===== src/rtl/can_wf_pkg.sv =====
`timescale 1ns/1ps
// Shared types of the wakeup identifier filter.
package can_wf_pkg;
    typedef enum logic {
        FR_IDLE   = 1'b0,
        FR_ACTIVE = 1'b1
    } fr_state_t;
endpackage


===== src/rtl/can_bt_timer.sv =====
`timescale 1ns/1ps
// Bit timer: hard sync, resynchronization and sampling, one step per quantum.
// Assumes seg1 >= 1, seg2 >= 1 and settings stable during a frame.
module can_bt_timer #(
    parameter int SEG_W = 4,
    parameter int TD_W  = 2
) (
    input  logic             clk,
    input  logic             rst_n,
    input  logic             tq_tick,
    input  logic             rx,
    input  logic [SEG_W-1:0] seg1,
    input  logic [SEG_W-1:0] seg2,
    input  logic [TD_W-1:0]  td,
    input  logic             in_frame,
    output logic             hard_sync,
    output logic             smp_valid,
    output logic             smp_bit
);
    localparam int CNT_W = SEG_W + 2;

    logic             rx_prev;
    logic [CNT_W-1:0] q_cnt, lim1, lim_end;
    logic [CNT_W-1:0] q_n, lim1_n, lim_end_n;
    logic             sv_n, sb_n;
    logic             edge_seen, fall_edge;
    logic [CNT_W-1:0] sjw, nom1, nom_end;

    // Edge classification and nominal limits for this quantum.
    always_comb begin
        edge_seen = tq_tick && (rx != rx_prev);
        fall_edge = edge_seen && !rx;
        hard_sync = tq_tick && !in_frame && rx_prev && !rx;
        sjw       = fall_edge ? (CNT_W'(td) + CNT_W'(1)) : CNT_W'(1);
        nom1      = CNT_W'(seg1);
        nom_end   = CNT_W'(seg1) + CNT_W'(seg2);
    end

    // Next quantum index, phase limits and sample decision.
    always_comb begin
        logic [CNT_W-1:0] l1_t, le_t, ext, need;
        logic             restart;
        q_n       = q_cnt;
        lim1_n    = lim1;
        lim_end_n = lim_end;
        sv_n      = 1'b0;
        sb_n      = smp_bit;
        l1_t      = lim1;
        le_t      = lim_end;
        ext       = '0;
        need      = '0;
        restart   = 1'b0;
        if (hard_sync) begin
            q_n       = CNT_W'(1);
            lim1_n    = nom1;
            lim_end_n = nom_end;
        end else if (tq_tick && in_frame) begin
            if (edge_seen && q_cnt != '0) begin
                if (q_cnt <= lim1) begin
                    ext  = (q_cnt < sjw) ? q_cnt : sjw;
                    l1_t = lim1 + ext;
                    le_t = lim_end + ext;
                end else begin
                    need = lim_end - q_cnt + CNT_W'(1);
                    if (need <= sjw) restart = 1'b1;
                    else             le_t    = lim_end - sjw;
                end
            end
            if (restart) begin
                q_n       = CNT_W'(1);
                lim1_n    = nom1;
                lim_end_n = nom_end;
            end else if (q_cnt == le_t) begin
                q_n       = '0;
                lim1_n    = nom1;
                lim_end_n = nom_end;
            end else begin
                q_n       = q_cnt + CNT_W'(1);
                lim1_n    = l1_t;
                lim_end_n = le_t;
            end
            if (!restart && q_cnt == l1_t) begin
                sv_n = 1'b1;
                sb_n = rx;
            end
        end
    end

    // Timer state registers.
    always_ff @(posedge clk) begin
        if (!rst_n) begin
            rx_prev   <= 1'b1;
            q_cnt     <= '0;
            lim1      <= '0;
            lim_end   <= '0;
            smp_valid <= 1'b0;
            smp_bit   <= 1'b0;
        end else begin
            if (tq_tick) rx_prev <= rx;
            q_cnt     <= q_n;
            lim1      <= lim1_n;
            lim_end   <= lim_end_n;
            smp_valid <= sv_n;
            smp_bit   <= sb_n;
        end
    end
endmodule


===== src/rtl/can_frame_track.sv =====
`timescale 1ns/1ps
// Frame tracker: marks the frame span, counts samples, finds identifier bits.
// Assumes samples arrive as one-cycle strobes from the bit timer.
module can_frame_track
    import can_wf_pkg::*;
#(
    parameter int ID_BITS  = 12,
    parameter int IDLE_RUN = 11
) (
    input  logic clk,
    input  logic rst_n,
    input  logic hard_sync,
    input  logic smp_valid,
    input  logic smp_bit,
    output logic in_frame,
    output logic frame_start,
    output logic id_shift,
    output logic id_last
);
    localparam int IDX_W = $clog2(ID_BITS + 2);
    localparam int RUN_W = $clog2(IDLE_RUN + 1);

    fr_state_t        state;
    logic [IDX_W-1:0] bit_idx;
    logic [RUN_W-1:0] rec_run;

    // Identifier window decode.
    always_comb begin
        in_frame = (state == FR_ACTIVE);
        id_shift = smp_valid && in_frame && (bit_idx != '0) &&
                   (bit_idx <= IDX_W'(ID_BITS));
        id_last  = id_shift && (bit_idx == IDX_W'(ID_BITS));
    end

    // Frame state, sample index and recessive run length.
    always_ff @(posedge clk) begin
        if (!rst_n) begin
            state       <= FR_IDLE;
            bit_idx     <= '0;
            rec_run     <= '0;
            frame_start <= 1'b0;
        end else begin
            frame_start <= hard_sync;
            if (hard_sync) begin
                state   <= FR_ACTIVE;
                bit_idx <= '0;
                rec_run <= '0;
            end else if (smp_valid && in_frame) begin
                if (bit_idx != IDX_W'(ID_BITS + 1)) bit_idx <= bit_idx + IDX_W'(1);
                if (smp_bit) begin
                    rec_run <= rec_run + RUN_W'(1);
                    if (rec_run == RUN_W'(IDLE_RUN - 1)) state <= FR_IDLE;
                end else begin
                    rec_run <= '0;
                end
            end
        end
    end
endmodule


===== src/rtl/can_id_filter.sv =====
`timescale 1ns/1ps
// Identifier filter: collects identifier bits and tests each block against its mask.
// Assumes id_last coincides with the last identifier sample.
module can_id_filter #(
    parameter int ID_BITS = 12,
    parameter int BLK_W   = 2,
    localparam int NUM_SEG = ID_BITS / BLK_W,
    localparam int MASK_W  = 1 << BLK_W
) (
    input  logic                      clk,
    input  logic                      rst_n,
    input  logic                      id_shift,
    input  logic                      id_last,
    input  logic                      smp_bit,
    input  logic [NUM_SEG*MASK_W-1:0] filt_mask,
    output logic                      id_match
);
    logic [ID_BITS-2:0]  id_sr;
    logic [ID_BITS-1:0]  id_full;
    logic [NUM_SEG-1:0]  blk_pass, seg_nz;

    assign id_full = {id_sr, smp_bit};

    for (genvar s = 0; s < NUM_SEG; s++) begin : g_seg
        logic [BLK_W-1:0]  blk;
        logic [MASK_W-1:0] msk;
        // Per-block acceptance lookup.
        always_comb begin
            blk         = id_full[ID_BITS-1-s*BLK_W -: BLK_W];
            msk         = filt_mask[s*MASK_W +: MASK_W];
            blk_pass[s] = msk[blk];
            seg_nz[s]   = |msk;
        end
    end

    // Identifier shift register and registered match pulse.
    always_ff @(posedge clk) begin
        if (!rst_n) begin
            id_sr    <= '0;
            id_match <= 1'b0;
        end else begin
            if (id_shift) id_sr <= id_full[ID_BITS-2:0];
            id_match <= id_last && (&blk_pass) && (&seg_nz);
        end
    end
endmodule


===== src/rtl/can_wake_filter.sv =====
`timescale 1ns/1ps
// Top: bit recovery with edge resynchronization and a segmented identifier filter
// that flags frames worth a wakeup. Assumes tq_tick is a one-cycle strobe.
module can_wake_filter #(
    parameter int SEG_W    = 4,
    parameter int TD_W     = 2,
    parameter int ID_BITS  = 12,
    parameter int BLK_W    = 2,
    parameter int IDLE_RUN = 11
) (
    input  logic             clk,
    input  logic             rst_n,
    input  logic             rx_level,
    input  logic             tq_tick,
    input  logic [SEG_W-1:0] seg1_len,
    input  logic [SEG_W-1:0] seg2_len,
    input  logic [TD_W-1:0]  jump_extra,
    input  logic [(ID_BITS/BLK_W)*(1<<BLK_W)-1:0] filt_mask,
    output logic             bit_out,
    output logic             bit_valid,
    output logic             id_match,
    output logic             frame_start
);
    logic hard_sync, in_frame, id_shift, id_last;

    can_bt_timer #(.SEG_W(SEG_W), .TD_W(TD_W)) u_timer (
        .clk(clk), .rst_n(rst_n), .tq_tick(tq_tick), .rx(rx_level),
        .seg1(seg1_len), .seg2(seg2_len), .td(jump_extra),
        .in_frame(in_frame), .hard_sync(hard_sync),
        .smp_valid(bit_valid), .smp_bit(bit_out)
    );

    can_frame_track #(.ID_BITS(ID_BITS), .IDLE_RUN(IDLE_RUN)) u_track (
        .clk(clk), .rst_n(rst_n), .hard_sync(hard_sync),
        .smp_valid(bit_valid), .smp_bit(bit_out),
        .in_frame(in_frame), .frame_start(frame_start),
        .id_shift(id_shift), .id_last(id_last)
    );

    can_id_filter #(.ID_BITS(ID_BITS), .BLK_W(BLK_W)) u_filter (
        .clk(clk), .rst_n(rst_n), .id_shift(id_shift), .id_last(id_last),
        .smp_bit(bit_out), .filt_mask(filt_mask), .id_match(id_match)
    );
endmodule


===== config.mk =====
export PLATFORM = sky130hd
export DESIGN_NAME = can_wake_filter
export DESIGN_NICKNAME = d
export VERILOG_FILES = /design/src/rtl/can_wf_pkg.sv /design/src/rtl/can_bt_timer.sv /design/src/rtl/can_frame_track.sv /design/src/rtl/can_id_filter.sv /design/src/rtl/can_wake_filter.sv
export SDC_FILE = /design/constraint.sdc
export NUM_CORES = 1
export LEC_CHECK = 0
export ABC_AREA = 1
export BUFFER_PORTS_ARGS = -buffer_cell sky130_fd_sc_hd__buf_2
export CORE_MARGIN = 8
export CORE_UTILIZATION = 30
export DETAILED_ROUTE_END_ITERATION = 10
export MAX_ROUTING_LAYER = met4
export PLACE_DENSITY = 0.54
export SLEW_MARGIN = 20
export SYNTH_ARGS = -nofsm -noshare
export SYNTH_HDL_FRONTEND = slang
export SYNTH_HIERARCHICAL = 1
export SYNTH_SLANG_ARGS = --single-unit

===== constraint.sdc =====
create_clock -name clk -period 4.55 [get_ports clk]
set_input_delay 0.91 -clock clk [delete_from_list [all_inputs] [get_ports clk]]
set_output_delay 0.91 -clock clk [all_outputs]
set_load 0.01 [all_outputs]

---- After elaboration in Yosys (flattened, before gate mapping) ----
Cells that the tools add are included.
storage, ports and cells
  input port bits ......................... 38
  logic and storage cells ................. 125
  output and inout bits ................... 4
  register bits after elaboration ......... 43
cells by class
  reduce and logical (&&, ||, !) cells .... 36
  add/sub/neg operators ................... 10
  equality and inequality tests ........... 6
  magnitude comparators ................... 10
  bitwise operators ....................... 3
  mux-type cells .......................... 46
operators by type and width
  kind                                                                   number
  6-bit two-way mux                                                      19
  4-bit OR reduction                                                     6
  2-bit by 3-bit < comparator with 1-bit output (second input constant)  6
  1-bit two-way mux                                                      18
  1-bit logical AND                                                      14
  6-bit by 1-bit adder with 6-bit output (second input constant)         2
  6-bit adder                                                            2
  1-bit binary-select mux with 2-bit select                              6
  6-bit equality test                                                    2
  6-bit <= comparator                                                    2
  4-bit two-way mux                                                      3
  6-bit AND reduction                                                    2
  6-bit subtractor                                                       2
  4-bit by 1-bit adder with 4-bit output (second input constant)         2
  4-bit equality test (second input constant)                            2
  2-bit nonzero test                                                     4
  6-bit < comparator                                                     1
  3-bit AND reduction                                                    2
  6-bit nonzero test                                                     1
  4-bit by 4-bit adder with 5-bit output                                 1
  4-bit <= comparator (second input constant)                            1
  4-bit inequality test (second input constant)                          1
  4-bit nonzero test                                                     1
  2-bit by 1-bit adder with 3-bit output (second input constant)         1
  other kinds (6)                                                        10

---- Longest topological paths before layout ----
Gate-level depths: netlist of run 1.
  word-level depth ........................ 16
  mapped depth ............................ 28
  gate-level depth less buffers ........... 28

---- Hierarchy ----
The synthesis of run 1 kept the hierarchy.
by module, submodules not included
  module           times used  seq. area each (um2)  cells an instance  area an instance (um2)
  can_bt_timer     1           420.4                 430                2,756.4
  can_id_filter    1           240.2                 128                735.7
  can_frame_track  1           200.2                 79                 575.6

---- Least setup slack after synthesis of run 1 ----
OpenSTA, ideal clock, no wires.
  kind .................................... in2reg
  start point ............................. input rx_level
  end point ............................... register u_timer.lim1[5]
  path buffers ............................ 1
  slack ................................... 0.261 ns
  stages on the path ...................... 27
  library setup time ...................... 0.116 ns
  arrival ................................. 4.174 ns
  required time ........................... 4.434 ns
  cells stage by stage .................... inv_1 -> nand2_1 -> nor2_1 -> nand2_1 -> ha_1 -> a21oi_1 -> o21ai_0 -> nand2_1 -> o21ai_0 -> ha_1 -> inv_1 -> fa_1 -> inv_1 -> nand2_1 -> a21oi_1 -> xor2_1 -> o22ai_1 -> inv_1 -> nand2_1 -> nand2_1 -> nand2_1 -> nor2_1 -> nand2_2 -> buf_6 -> nand2_1 -> nand2_1 -> and3_1
between the ends
  cells in the longest elaborated chain, start to end .. 14
  elaborated cells on any way between the ends .. 31
  classes of those cells .................. add/sub: 3; order compare: 2; eq/ne: 2; mux: 18; reduce/logical: 6
RTL lines
  element                RTL line               RTL
  start, declared        can_wake_filter.sv:13  input logic rx_level,
  1-bit inequality test  can_bt_timer.sv:31     edge_seen = tq_tick && (rx != rx_prev);
  1-bit logical AND      can_bt_timer.sv:31
  1-bit logical AND      can_bt_timer.sv:32     fall_edge = edge_seen && !rx;
  6-bit two-way mux      can_bt_timer.sv:34     sjw = fall_edge ? (CNT_W'(td) + CNT_W'(1)) : CNT_W'(1);
  6-bit < comparator     can_bt_timer.sv:60     ext = (q_cnt < sjw) ? q_cnt : sjw;
  6-bit two-way mux      can_bt_timer.sv:60
  6-bit adder            can_bt_timer.sv:62     le_t = lim_end + ext;
  6-bit two-way mux      can_bt_timer.sv:59     if (q_cnt <= lim1) begin
  6-bit two-way mux      can_bt_timer.sv:58     if (edge_seen && q_cnt != '0) begin
  6-bit two-way mux      can_bt_timer.sv:57     end else if (tq_tick && in_frame) begin
  6-bit two-way mux      can_bt_timer.sv:53     if (hard_sync) begin
  6-bit equality test    can_bt_timer.sv:73     end else if (q_cnt == le_t) begin
  6-bit two-way mux      can_bt_timer.sv:73
  6-bit two-way mux      can_bt_timer.sv:69     if (restart) begin
  end signal, assigned   can_bt_timer.sv:101    lim1 <= lim1_n;
  end, declared          can_bt_timer.sv:23     logic [CNT_W-1:0] q_cnt, lim1, lim_end;
Parallel ways exist; a longest one is shown, timed or not. The select of a mux whose other input is x is not followed.
A chain may end at the register's enable or synchronous reset.

---- Worst setup path in the final report of run 1 ----
  start point ............................. input rx_level
  end point ............................... register u_timer.lim1[3]
between the ends
  cells in the longest elaborated chain, start to end .. 16
  elaborated cells on any way between the ends .. 33
  classes of those cells .................. add/sub: 3; order compare: 2; eq/ne: 2; mux: 20; reduce/logical: 6
RTL lines
  element                RTL line
  1-bit inequality test  can_bt_timer.sv:31
  1-bit logical AND      can_bt_timer.sv:31
  1-bit logical AND      can_bt_timer.sv:32
  6-bit two-way mux      can_bt_timer.sv:34
  6-bit < comparator     can_bt_timer.sv:60
  6-bit two-way mux      can_bt_timer.sv:60
  6-bit adder            can_bt_timer.sv:62
  6-bit two-way mux      can_bt_timer.sv:59
  6-bit two-way mux      can_bt_timer.sv:58
  6-bit two-way mux      can_bt_timer.sv:57
  6-bit two-way mux      can_bt_timer.sv:53
  6-bit equality test    can_bt_timer.sv:73
  6-bit two-way mux      can_bt_timer.sv:73
  6-bit two-way mux      can_bt_timer.sv:69
  4-bit two-way mux      can_bt_timer.sv:57
  4-bit two-way mux      can_bt_timer.sv:53
Parallel ways exist; a longest one is shown, timed or not. The select of a mux whose other input is x is not followed.

==> summary.md, run 1 <==
## Run status
* complete, no violations — outcome

## Routing
* 0 — antenna-violating nets left
* 12.7 µm — routed wire length per instance
* 164 — starting DRC count in detailed routing
* 4.62 — Vias/cell
* 11,300 µm — aggregate routed wire length
* 4,094 — vias after detailed routing
* 4 — iteration count of the initial detailed-routing pass
* 0 — remaining routing DRC violations

## Global routing
* 13.6% — global router's overall resource usage
* 19,300 µm — first-pass GRT wire length
* 0 — number of antenna violations at the first check in global routing
* 0 — total grt overflow
* 28 — largest net degree at the start of global routing
* 4,102 — vias in the first global route

## Final layout
* 36.8% — Finished Core Util
* 19.7% — Area Overhead vs Synth
* 795 — number of nets in the layout
* 18.3% — share of cells above drive strength 1
* 0 — antenna diode instance count

## STA
* 4150 ps — Final Critical Period
* 0 ps — total negative setup slack
* 400 ps — post-route setup slack
* 697 ps — slew at the pin with the worst max-slew slack
* 91.2% — ratio of final minimum period to clock period
* 0 — pins over their slew limit
* 53.5% — worst max-slew margin expressed relative to the limit
* 488 ps — post-route worst hold slack
* 0.241 GHz — top achievable clock speed
* 0 — number of setup violations in the final report
* 0 — final hold violation count
* 2.26 ps — Max Clock Skew

## Pwr
* 0.443 mW — reported net switching power
* 123 µV — worst ir drop on vdd
* 0.847 mW — Int Power
* 2.50 nW — leak pwr
* 265 mW/mm² — power density over the cells
* 33.2% — clock share of power
* 34.4% — Net Sw Frac
* 31.6% — sequential group share of total power
* 35.2% — logic gate share of total power

## Synth
* 40 — Synth cell types
* 21.2% — register area share after synthesis
* 0.00407 mm² — Netlist Area Pre-Place
* 6 — warnings from Yosys
* 43 — number of storage elements in the synthesis netlist
* 637 — Gate Count Post-Synth
* 6.39 µm² — mean area per synthesized cell

## Placed design
* 0.931 — routability-driven placement congestion ratio
* -235 ps — setup slack after placement
* 9200 µm — Detailed Place HPWL
* 41 — number of port buffers

## Floorplan
* 132 µm — die extent in y
* 42 — site row count
* 132 µm — Die Span X
* 0.0132 mm² — Core Area
* 30.7% — starting density of the core
* 42 — Ports
* 0.0175 mm² — Die Footprint

## Worst setup path
* 4380 ps — arrival time of the worst setup path
* sky130_fd_sc_hd__nand2_1 — most numerous cell on the critical path
* 280 ps — Critical Path Max Stage Delay
* sky130_fd_sc_hd__ha_1 — critical-path cell with the highest stage delay
* primary input — crit path launch type
* flip-flop — Setup crit end kind
* 7 — worst-path fanout max
* 4780 ps — Worst EP required
* primary input to flip-flop — classification of the worst setup path

## Clock network
* 0 — hold buffer count at CTS
* 43 — Sink Count
* 5 — number of buffers created by CTS
* built — clock tree from TritonCTS
* 2 — maximum level of the CTS H-tree
* sky130_fd_sc_hd__clkbuf_16 — root cell of the clock tree
* 290 ps — later-pin clock latency in the skew report
* 60 ps — Clk pin slew, worst setup/hold paths
* 2 — largest buffer count on any clock path

## Flow run
* 0 — max-cap check violation count

## Worst hold path
* flip-flop to flip-flop — worst hold path type

==> timing repair <==
action | CTS | global route
resized for setup | 0 | 4
hold endpoints to repair | 0 | 0
setup endpoints to repair | 0 | 20
buffers inserted | 0 | 1
==> state kept, by name, summed over array words and instances, names as in the netlist <==
register             flops
u_track/bit_idx          4
u_timer/lim1             6
u_filter/id_match        1
u_filter/id_sr          11
u_track/rec_run          4
u_timer/smp_bit          1
u_timer/rx_prev          1
u_timer/q_cnt            6
u_track/in_frame         1
u_track/frame_start      1
u_timer/lim_end          6
u_timer/smp_valid        1
==> worst max-delay path: cells and delay by family <==
family                     cells  cell delay, ps
buffers and inverters          5             650
and+or+nand+nor               16            1430
adders and majority gates      2             540
AOI/OAI and AO/OA              5             850
==> worst paths after layout <==
kind	start	endpoint	slack, ps	depth (start not counted)
min reg2reg	u_filter/id_sr[0]	u_filter/id_sr[1]	490	2
max	rx_level	u_timer/lim1[3]	400	28
min	u_filter/id_sr[0]	u_filter/id_sr[1]	490	2
max reg2reg	u_timer/q_cnt[2]	u_timer/lim1[3]	800	24
==> synthesized netlist by cell type (all sizes together) <==
cell    number  area share, %
nand2      178             18
inv        105            9.7
nor2        66            7.2
nand3       65            9.4
dfxtp       43             21
ha          43             13
o21ai       41            5.0
a21oi       40            5.4
xor2        14            3.0
buf          8            1.4
fa           5            2.5
nand4        4           0.62
nor3         4           0.49
a21boi       3           0.55
clkinv       3           0.40
and3         2           0.31
o22ai        2           0.31
xnor2        2           0.43
a211o        1           0.22
a31o         1           0.22
a31oi        1           0.15
clkbuf       1          0.092
conb         1          0.092
nand3b       1           0.18
nor4         1           0.15
o21bai       1           0.18
or2          1           0.15
==> cell type report <==
| class | instances | area (µm²) |
|---|---|---|
| Clock buffer | 6 | 139 |
| Sequential cell | 43 | 861 |
| Multi-Input combinational cell | 478 | 2750 |
| Timing Repair Buffer | 73 | 458 |
| Fill cell | 1478 | 8370 |
| Tap cell | 176 | 220 |
| Clock inverter | 2 | 35.0 |
| Inverter | 108 | 410 |
==> metal layers <==
| metal | share of wire (%) | vias up | wire length (µm) | track usage, % |
|---|---|---|---|---|
| met5 | 0 | - | 0 | - |
| met4 | 1.5 | 0 | 173 | 4.54 |
| met3 | 3.2 | 12 | 366 | 1.74 |
| met2 | 48 | 65 | 5390 | 23.1 |
| met1 | 47 | 1840 | 5350 | 16.2 |
| li1 | - | 2177 | - | - |
==> per-stage QoR <==
stage                     instance area [µm²]  std cells  total power, mW
after floorplan                          4070        638            0.729
after global placement                   4680        877            0.857
after detailed placement                 4680        877            0.866
after CTS                                4850        885             1.30
after global routing                     4870        886             1.39
final                                    4870        886             1.29
==> power groups by stage <==
| stage | sequential [mW] | combinational (mW) | clock (mW) |
|---|---|---|---|
| 2_1_floorplan | 0.409 | 0.320 | 0 |
| 4_1_cts | 0.408 | 0.453 | 0.444 |
| 3_5_place_dp | 0.416 | 0.450 | 0 |
| 6_report | 0.408 | 0.454 | 0.428 |
| 3_3_place_gp | 0.416 | 0.441 | 0 |
| 5_1_grt | 0.410 | 0.519 | 0.459 |
==> cells in the final DEF (no fill, tap or decap), types with 2 or more instances in the layout <==
cell type and count:
sky130_fd_sc_hd__a21boi_1 3, sky130_fd_sc_hd__o21ai_0 38, sky130_fd_sc_hd__inv_1 95, sky130_fd_sc_hd__conb_1 2, sky130_fd_sc_hd__o21ai_1 2, sky130_fd_sc_hd__a21oi_1 35
sky130_fd_sc_hd__nand3_1 57, sky130_fd_sc_hd__nand4_1 4, sky130_fd_sc_hd__xor2_1 14, sky130_fd_sc_hd__nand2_1 166, sky130_fd_sc_hd__nand3_4 2, sky130_fd_sc_hd__xnor2_1 2
sky130_fd_sc_hd__a21oi_2 5, sky130_fd_sc_hd__nand3_2 6, sky130_fd_sc_hd__dfxtp_1 43, sky130_fd_sc_hd__buf_4 31, sky130_fd_sc_hd__and3_1 2, sky130_fd_sc_hd__nor3_1 4
sky130_fd_sc_hd__clkbuf_16 5, sky130_fd_sc_hd__nor2_2 7, sky130_fd_sc_hd__buf_2 41, sky130_fd_sc_hd__nand2_4 3, sky130_fd_sc_hd__ha_1 43, sky130_fd_sc_hd__clkinv_1 2
sky130_fd_sc_hd__inv_2 10, sky130_fd_sc_hd__fa_1 5, sky130_fd_sc_hd__nor2_4 2, sky130_fd_sc_hd__nand2_2 9, sky130_fd_sc_hd__o22ai_1 2, sky130_fd_sc_hd__nor2_1 56
==> cells by family (layout without fill, tap and decap cells) <==
family,Yosys count,in the layout,synth area share [%]
AND/OR/NAND/NOR,322,322,36.0
buffers and inverters,117,189,11.6
AO/OA/AOI/OAI,90,90,12.1
adder cells (fa/ha/maj),48,48,15.7
flip-flops,43,43,21.2
XOR/XNOR,16,16,3.45
other,1,2,0.0922
Note: power is estimated with default switching activity, not from simulation.
==> inputs of run 2 (changes only) <==
--- a/config.mk
+++ b/config.mk
@@ -11,7 +11,7 @@
 export CORE_UTILIZATION = 30
 export DETAILED_ROUTE_END_ITERATION = 10
 export MAX_ROUTING_LAYER = met4
-export PLACE_DENSITY = 0.54
+export PLACE_DENSITY = 0.52
 export SLEW_MARGIN = 20
 export SYNTH_ARGS = -nofsm -noshare
 export SYNTH_HDL_FRONTEND = slang
==> constraint.sdc (replaced) <==
create_clock -name clk -period 5.4 [get_ports clk]
set_input_delay 1.08 -clock clk [delete_from_list [all_inputs] [get_ports clk]]
set_output_delay 1.08 -clock clk [all_outputs]
set_load 0.01 [all_outputs]
==> summary.md, run 2 (synthesis gave the netlist of run 1 again) <==
## Pwr
* 34.0% — Net Sw Frac
* 0.369 mW — reported net switching power
* 31.9% — logic gate share of total power
* 234 mW/mm² — power density over the cells
* 2.36 nW — leak pwr
* 31.7% — sequential group share of total power
* 0.718 mW — Int Power
* 128 µV — worst ir drop on vdd
* 36.4% — clock share of power

## Floorplan
* 0.0175 mm² — Die Footprint
* 42 — site row count
* 0.0132 mm² — Core Area
* 30.7% — starting density of the core
* 42 — Ports
* 132 µm — Die Span X
* 132 µm — die extent in y

## Global routing
* 0 — number of antenna violations at the first check in global routing
* 13.2% — global router's overall resource usage
* 3,964 — vias in the first global route
* 0 — total grt overflow
* 18,900 µm — first-pass GRT wire length
* 28 — largest net degree at the start of global routing

## Worst hold path
* u_timer/rx_prev — startpoint of the most critical hold path
* u_timer/rx_prev — Endpoint, Worst Hold
* flip-flop to flip-flop — worst hold path type
* 2 — Hold Path Depth

## Clock network
* 0 — CTS-repair resized insts
* 2 — largest buffer count on any clock path
* built — clock tree from TritonCTS
* 43 — Sink Count
* 2 — maximum level of the CTS H-tree
* 0 — post-CTS setup repair buffer count
* 0 — hold buffer count at CTS
* sky130_fd_sc_hd__clkbuf_16 — root cell of the clock tree
* 70 ps — Clk pin slew, worst setup/hold paths
* 5 — number of buffers created by CTS
* 290 ps — later-pin clock latency in the skew report

## Worst setup path
* sky130_fd_sc_hd__nand2_1 — most numerous cell on the critical path
* primary input — crit path launch type
* 1270 ps — register-to-register setup slack
* 4980 ps — arrival time of the worst setup path
* flip-flop — Setup crit end kind
* primary input to flip-flop — classification of the worst setup path
* 25 — worst reg-to-reg path cell count
* 410 ps — Critical Path Max Stage Delay
* sky130_fd_sc_hd__fa_1 — critical-path cell with the highest stage delay
* simple AND/OR/NAND/NOR gates — family of cells with the greatest summed delay on the critical path
* u_timer/rx_prev — RR Startpoint
* u_timer/lim_end[4] — capturing point of the worst reg2reg path
* 5630 ps — Worst EP required
* 6 — Crit path buffers/inverters
* 21 — worst-path fanout max

## Final layout
* sky130_fd_sc_hd__nand2_1 — leading cell type in the layout, fill and taps excluded
* 0 — antenna diode instance count
* 11 — Largest register FFs
* 766 — number of nets in the layout
* 35.1% — Finished Core Util
* 14.4% — Area Overhead vs Synth
* u_filter/id_sr — register name with the most flops
* 14.2% — share of cells above drive strength 1
* 857 — non-filler cells in the finished layout
* 1,510 — Filler cells
* sky130_fd_sc_hd__nand2_1 (166), sky130_fd_sc_hd__inv_1 (95), sky130_fd_sc_hd__nor2_1 (58) — commonest cells after routing, fill and taps aside

## STA
* 0 — pins over their slew limit
* 574 ps — slew at the pin with the worst max-slew slack
* 0 — final hold violation count
* 4750 ps — Final Critical Period
* 0 — number of setup violations in the final report
* 0.211 GHz — top achievable clock speed
* no — unrepaired setup endpoints after global routing
* 0 ps — total negative setup slack
* 87.9% — ratio of final minimum period to clock period
* 11.9 ps — Max Clock Skew
* 61.7% — worst max-slew margin expressed relative to the limit

## Placed design
* 849 — cell total after placement
* 8850 µm — Detailed Place HPWL
* 41 — number of port buffers
* 0.918 — routability-driven placement congestion ratio

## Routing
* 11,000 µm — aggregate routed wire length
* 0 — antenna-violating nets left
* 4,037 — vias after detailed routing
* 216 — starting DRC count in detailed routing
* 0 — remaining routing DRC violations
* 12.9 µm — routed wire length per instance
* 4.71 — Vias/cell
* 5 — iteration count of the initial detailed-routing pass

## Flow run
* 0 — max-cap check violation count

## Run status
* complete, no violations — outcome

==> run 2: cell count changes in the layout (fill, tap and decap cells not counted), sizes merged <==
cell / before / now
buf: 73 / 44
bufinv: 1 / 2
clkinv: 4 / 3
==> run 2: worst max path at each step <==
| stage | end | cells past startpoint | slack, ps | startpoint |
|---|---|---|---|---|
| after floorplan | u_timer/lim1[5] | 27 | 940 | rx_level |
| after global placement | u_timer/lim_end[2] | 27 | 320 | rx_level |
| after detailed placement | u_timer/lim_end[4] | 29 | 190 | rx_level |
| after CTS | u_timer/lim_end[4] | 29 | 450 | rx_level |
| after global routing | u_timer/lim1[2] | 28 | 110 | rx_level |
| final | u_timer/lim_end[4] | 27 | 650 | rx_level |
==> run 2: worst register-to-register path: stages (launching register included) <==
cell and delay (ps):
sky130_fd_sc_hd__dfxtp_1 340, sky130_fd_sc_hd__nand2_1 80, sky130_fd_sc_hd__nor2_1 240, sky130_fd_sc_hd__nand2_1 220
sky130_fd_sc_hd__ha_1 330, sky130_fd_sc_hd__a21oi_1 140, sky130_fd_sc_hd__o21ai_1 140, sky130_fd_sc_hd__o21ai_0 400
sky130_fd_sc_hd__inv_1 180, sky130_fd_sc_hd__fa_1 410, sky130_fd_sc_hd__inv_1 70, sky130_fd_sc_hd__nand2_1 60
sky130_fd_sc_hd__a21oi_1 150, sky130_fd_sc_hd__xor2_1 150, sky130_fd_sc_hd__o22ai_1 90, sky130_fd_sc_hd__inv_1 80
sky130_fd_sc_hd__nand2_1 70, sky130_fd_sc_hd__nand2_1 60, sky130_fd_sc_hd__nand2_1 50, sky130_fd_sc_hd__nor2_1 190
sky130_fd_sc_hd__nand2_4 210, sky130_fd_sc_hd__nand2_1 160, sky130_fd_sc_hd__nand2_1 70, sky130_fd_sc_hd__nand3_1 70
sky130_fd_sc_hd__nand2_1 70, sky130_fd_sc_hd__inv_1 50
==> run 2: final cells by class <==
class	count	area, µm²	area share [%]
timing repair buffer	44	228	4.90
clock inverter	2	60.1	1.29
sequential	43	861	18.5
inverter	108	410	8.82
tap	176	220	4.73
clock buffer	6	129	2.77
multi-input combinational	478	2740	59.0
==> run 2: through the flow <==
step | power (mW) | hold WS (ps) | instance area (µm²) | setup slack, ps
CTS | 1.10 | 500 | 4650 | 454
detailed placement | 0.696 | 486 | 4460 | 187
global placement | 0.691 | 479 | 4460 | 324
global route | 1.17 | 532 | 4650 | 106
finish | 1.09 | 502 | 4650 | 651
floorplan | 0.614 | 458 | 4070 | 941
==> run 2: power groups by stage <==
stage,logic (mW),registers [mW],clock network [mW]
after detailed placement,0.344,0.351,0
after floorplan,0.270,0.345,0
final,0.347,0.344,0.395
after CTS,0.347,0.344,0.407
after global routing,0.401,0.346,0.420
after global placement,0.339,0.352,0
==> run 2: per-layer routing <==
metal	global-route usage (%)	vias up	wire, µm
met3	1.59	12	442
met5	-	-	0
li1	-	2114	-
met1	17.0	1832	5430
met2	21.2	79	4980
met4	3.85	0	177
==> inputs of run 3 (changes only) <==
--- a/config.mk
+++ b/config.mk
@@ -11,7 +11,6 @@
 export CORE_UTILIZATION = 30
 export DETAILED_ROUTE_END_ITERATION = 10
 export MAX_ROUTING_LAYER = met4
-export PLACE_DENSITY = 0.52
 export SLEW_MARGIN = 20
 export SYNTH_ARGS = -nofsm -noshare
 export SYNTH_HDL_FRONTEND = slang
==> summary.md, run 3 (synthesis gave the netlist of run 1 again) <==
## Global routing
* 12.8% — global router's overall resource usage
* 0 — total grt overflow
* 28 — largest net degree at the start of global routing
* 18,300 µm — first-pass GRT wire length
* 3,839 — vias in the first global route
* 0 — number of antenna violations at the first check in global routing

## Routing
* 3,957 — vias after detailed routing
* 4.61 — Vias/cell
* 6 — iteration count of the initial detailed-routing pass
* 227 — starting DRC count in detailed routing
* 10,700 µm — aggregate routed wire length
* 0 — antenna-violating nets left
* 0 — remaining routing DRC violations
* 12.5 µm — routed wire length per instance

## Worst setup path
* primary input to flip-flop — classification of the worst setup path
* 21 — worst-path fanout max
* rx_level — worst setup path start
* 5100 ps — arrival time of the worst setup path
* 5650 ps — Worst EP required
* sky130_fd_sc_hd__o21ai_0 — critical-path cell with the highest stage delay
* flip-flop — Setup crit end kind
* primary input — crit path launch type
* 430 ps — Critical Path Max Stage Delay
* 27 — worst reg-to-reg path cell count
* sky130_fd_sc_hd__nand2_1 — most numerous cell on the critical path
* u_timer/rx_prev — RR Startpoint

## Pwr
* 31.5% — clock share of power
* 217 mW/mm² — power density over the cells
* 120 µV — worst ir drop on vdd
* 34.2% — logic gate share of total power
* 0.625 mW — Int Power
* 0.378 mW — reported net switching power
* 34.3% — sequential group share of total power
* 37.7% — Net Sw Frac
* 2.33 nW — leak pwr

## Final layout
* 0 — antenna diode instance count
* 861 µm² — sequential cell area in the final layout
* sky130_fd_sc_hd__nand2_1 (166), sky130_fd_sc_hd__inv_1 (95), sky130_fd_sc_hd__nor2_1 (58) — commonest cells after routing, fill and taps aside
* 1,504 — Filler cells
* u_filter/id_sr — register name with the most flops
* 0.00462 mm² — final cell area excluding filler cells
* 13.5% — Area Overhead vs Synth
* 11 — Largest register FFs
* 14.5% — share of cells above drive strength 1
* 767 — number of nets in the layout
* sky130_fd_sc_hd__nand2_1 — leading cell type in the layout, fill and taps excluded
* 0.00274 mm² — area of the multi-input gates

## STA
* 0 — pins over their slew limit
* 0.206 GHz — top achievable clock speed
* 0 — number of setup violations in the final report
* 9.57 ps — Max Clock Skew
* 60.5% — worst max-slew margin expressed relative to the limit
* 0 ps — total negative setup slack
* 592 ps — slew at the pin with the worst max-slew slack
* 4850 ps — Final Critical Period
* 89.9% — ratio of final minimum period to clock period
* 0 — final hold violation count
* no — unrepaired setup endpoints after global routing

## Clock network
* 5 — number of buffers created by CTS
* 43 — Sink Count
* 0 — hold buffer count at CTS
* 2 — maximum level of the CTS H-tree
* 70 ps — Clk pin slew, worst setup/hold paths
* 2 — largest buffer count on any clock path
* built — clock tree from TritonCTS
* 300 ps — later-pin clock latency in the skew report
* sky130_fd_sc_hd__clkbuf_16 — root cell of the clock tree
* 0 — post-CTS setup repair buffer count
* 0 — CTS-repair resized insts

## Floorplan
* 0.0132 mm² — Core Area
* 42 — Ports
* 132 µm — die extent in y
* 0.0175 mm² — Die Footprint
* 30.7% — starting density of the core
* 132 µm — Die Span X
* 42 — site row count

## Worst hold path
* u_filter/id_sr[8] — startpoint of the most critical hold path
* 2 — Hold Path Depth
* flip-flop to flip-flop — worst hold path type

## Placed design
* 0.932 — routability-driven placement congestion ratio
* 8560 µm — Detailed Place HPWL
* 0.00447 mm² — area post-placement
* 41 — number of port buffers

## Run status
* complete, no violations — outcome

## Flow run
* 0 — max-cap check violation count

run 3: cell types whose count changed in the layout (fill, tap and decap cells not counted), sizes merged:
cell      before  now
buf           44   45
clkbuf         6    5
clkinv         3    5
bufinv         2    0
clkinvlp       0    1
run 3: critical path, delay by kind of cell:
kind	cells	cell delay [ps]
AND/OR/NAND/NOR	14	1540
AO/OA/AOI/OAI	5	930
adder cells (fa/ha/maj)	3	920
buffers and inverters	6	460
XOR/XNOR	1	160
run 3: power groups by stage:
stage          Clock [mW]  Combinational (mW)  Sequential (mW)
2_1_floorplan           0               0.270            0.345
3_3_place_gp            0               0.339            0.351
3_5_place_dp            0               0.341            0.351
4_1_cts             0.326               0.343            0.344
5_1_grt             0.340               0.392            0.346
6_report            0.316               0.343            0.344
run 3: cell type report:
cell class | instances | area share [%]
clock buffer | 5 | 2.71
clock inverter | 3 | 0.542
inverter | 108 | 8.89
multi-input combinational | 478 | 59.3
sequential | 43 | 18.7
tap | 176 | 4.77
timing repair buffer | 45 | 5.10
run 3: final timing paths:
| path | to | slack (ps) |
|---|---|---|
| setup / recovery | u_timer/lim1[2] | 550 |
| hold / removal | u_filter/id_sr[9] | 500 |
| setup reg to reg | u_timer/lim1[2] | 1190 |
| hold reg to reg | u_filter/id_sr[9] | 500 |
run 3: routing by layer:
metal  vias to the layer above  routed length [µm]  GRT usage [%]
li1                       2119                   -              -
met1                      1753                5330           16.0
met2                        74                4920           21.2
met3                        11                 327           1.67
met4                         0                 146           3.66
met5                         -                   0              -
run 3: metrics by stage:
| step | setup slack (ps) | util (%) | hold WS, ps | power (mW) | cells |
|---|---|---|---|---|---|
| 4_1_cts | 605 | 34.9 | 504 | 1.01 | 858 |
| 6_report | 548 | 34.9 | 503 | 1.00 | 858 |
| 2_1_floorplan | 941 | - | 458 | 0.614 | 638 |
| 3_5_place_dp | 325 | 33.7 | 493 | 0.692 | 850 |
| 3_3_place_gp | 382 | 33.7 | 487 | 0.690 | 850 |
| 5_1_grt | 146 | 34.9 | 540 | 1.08 | 858 |
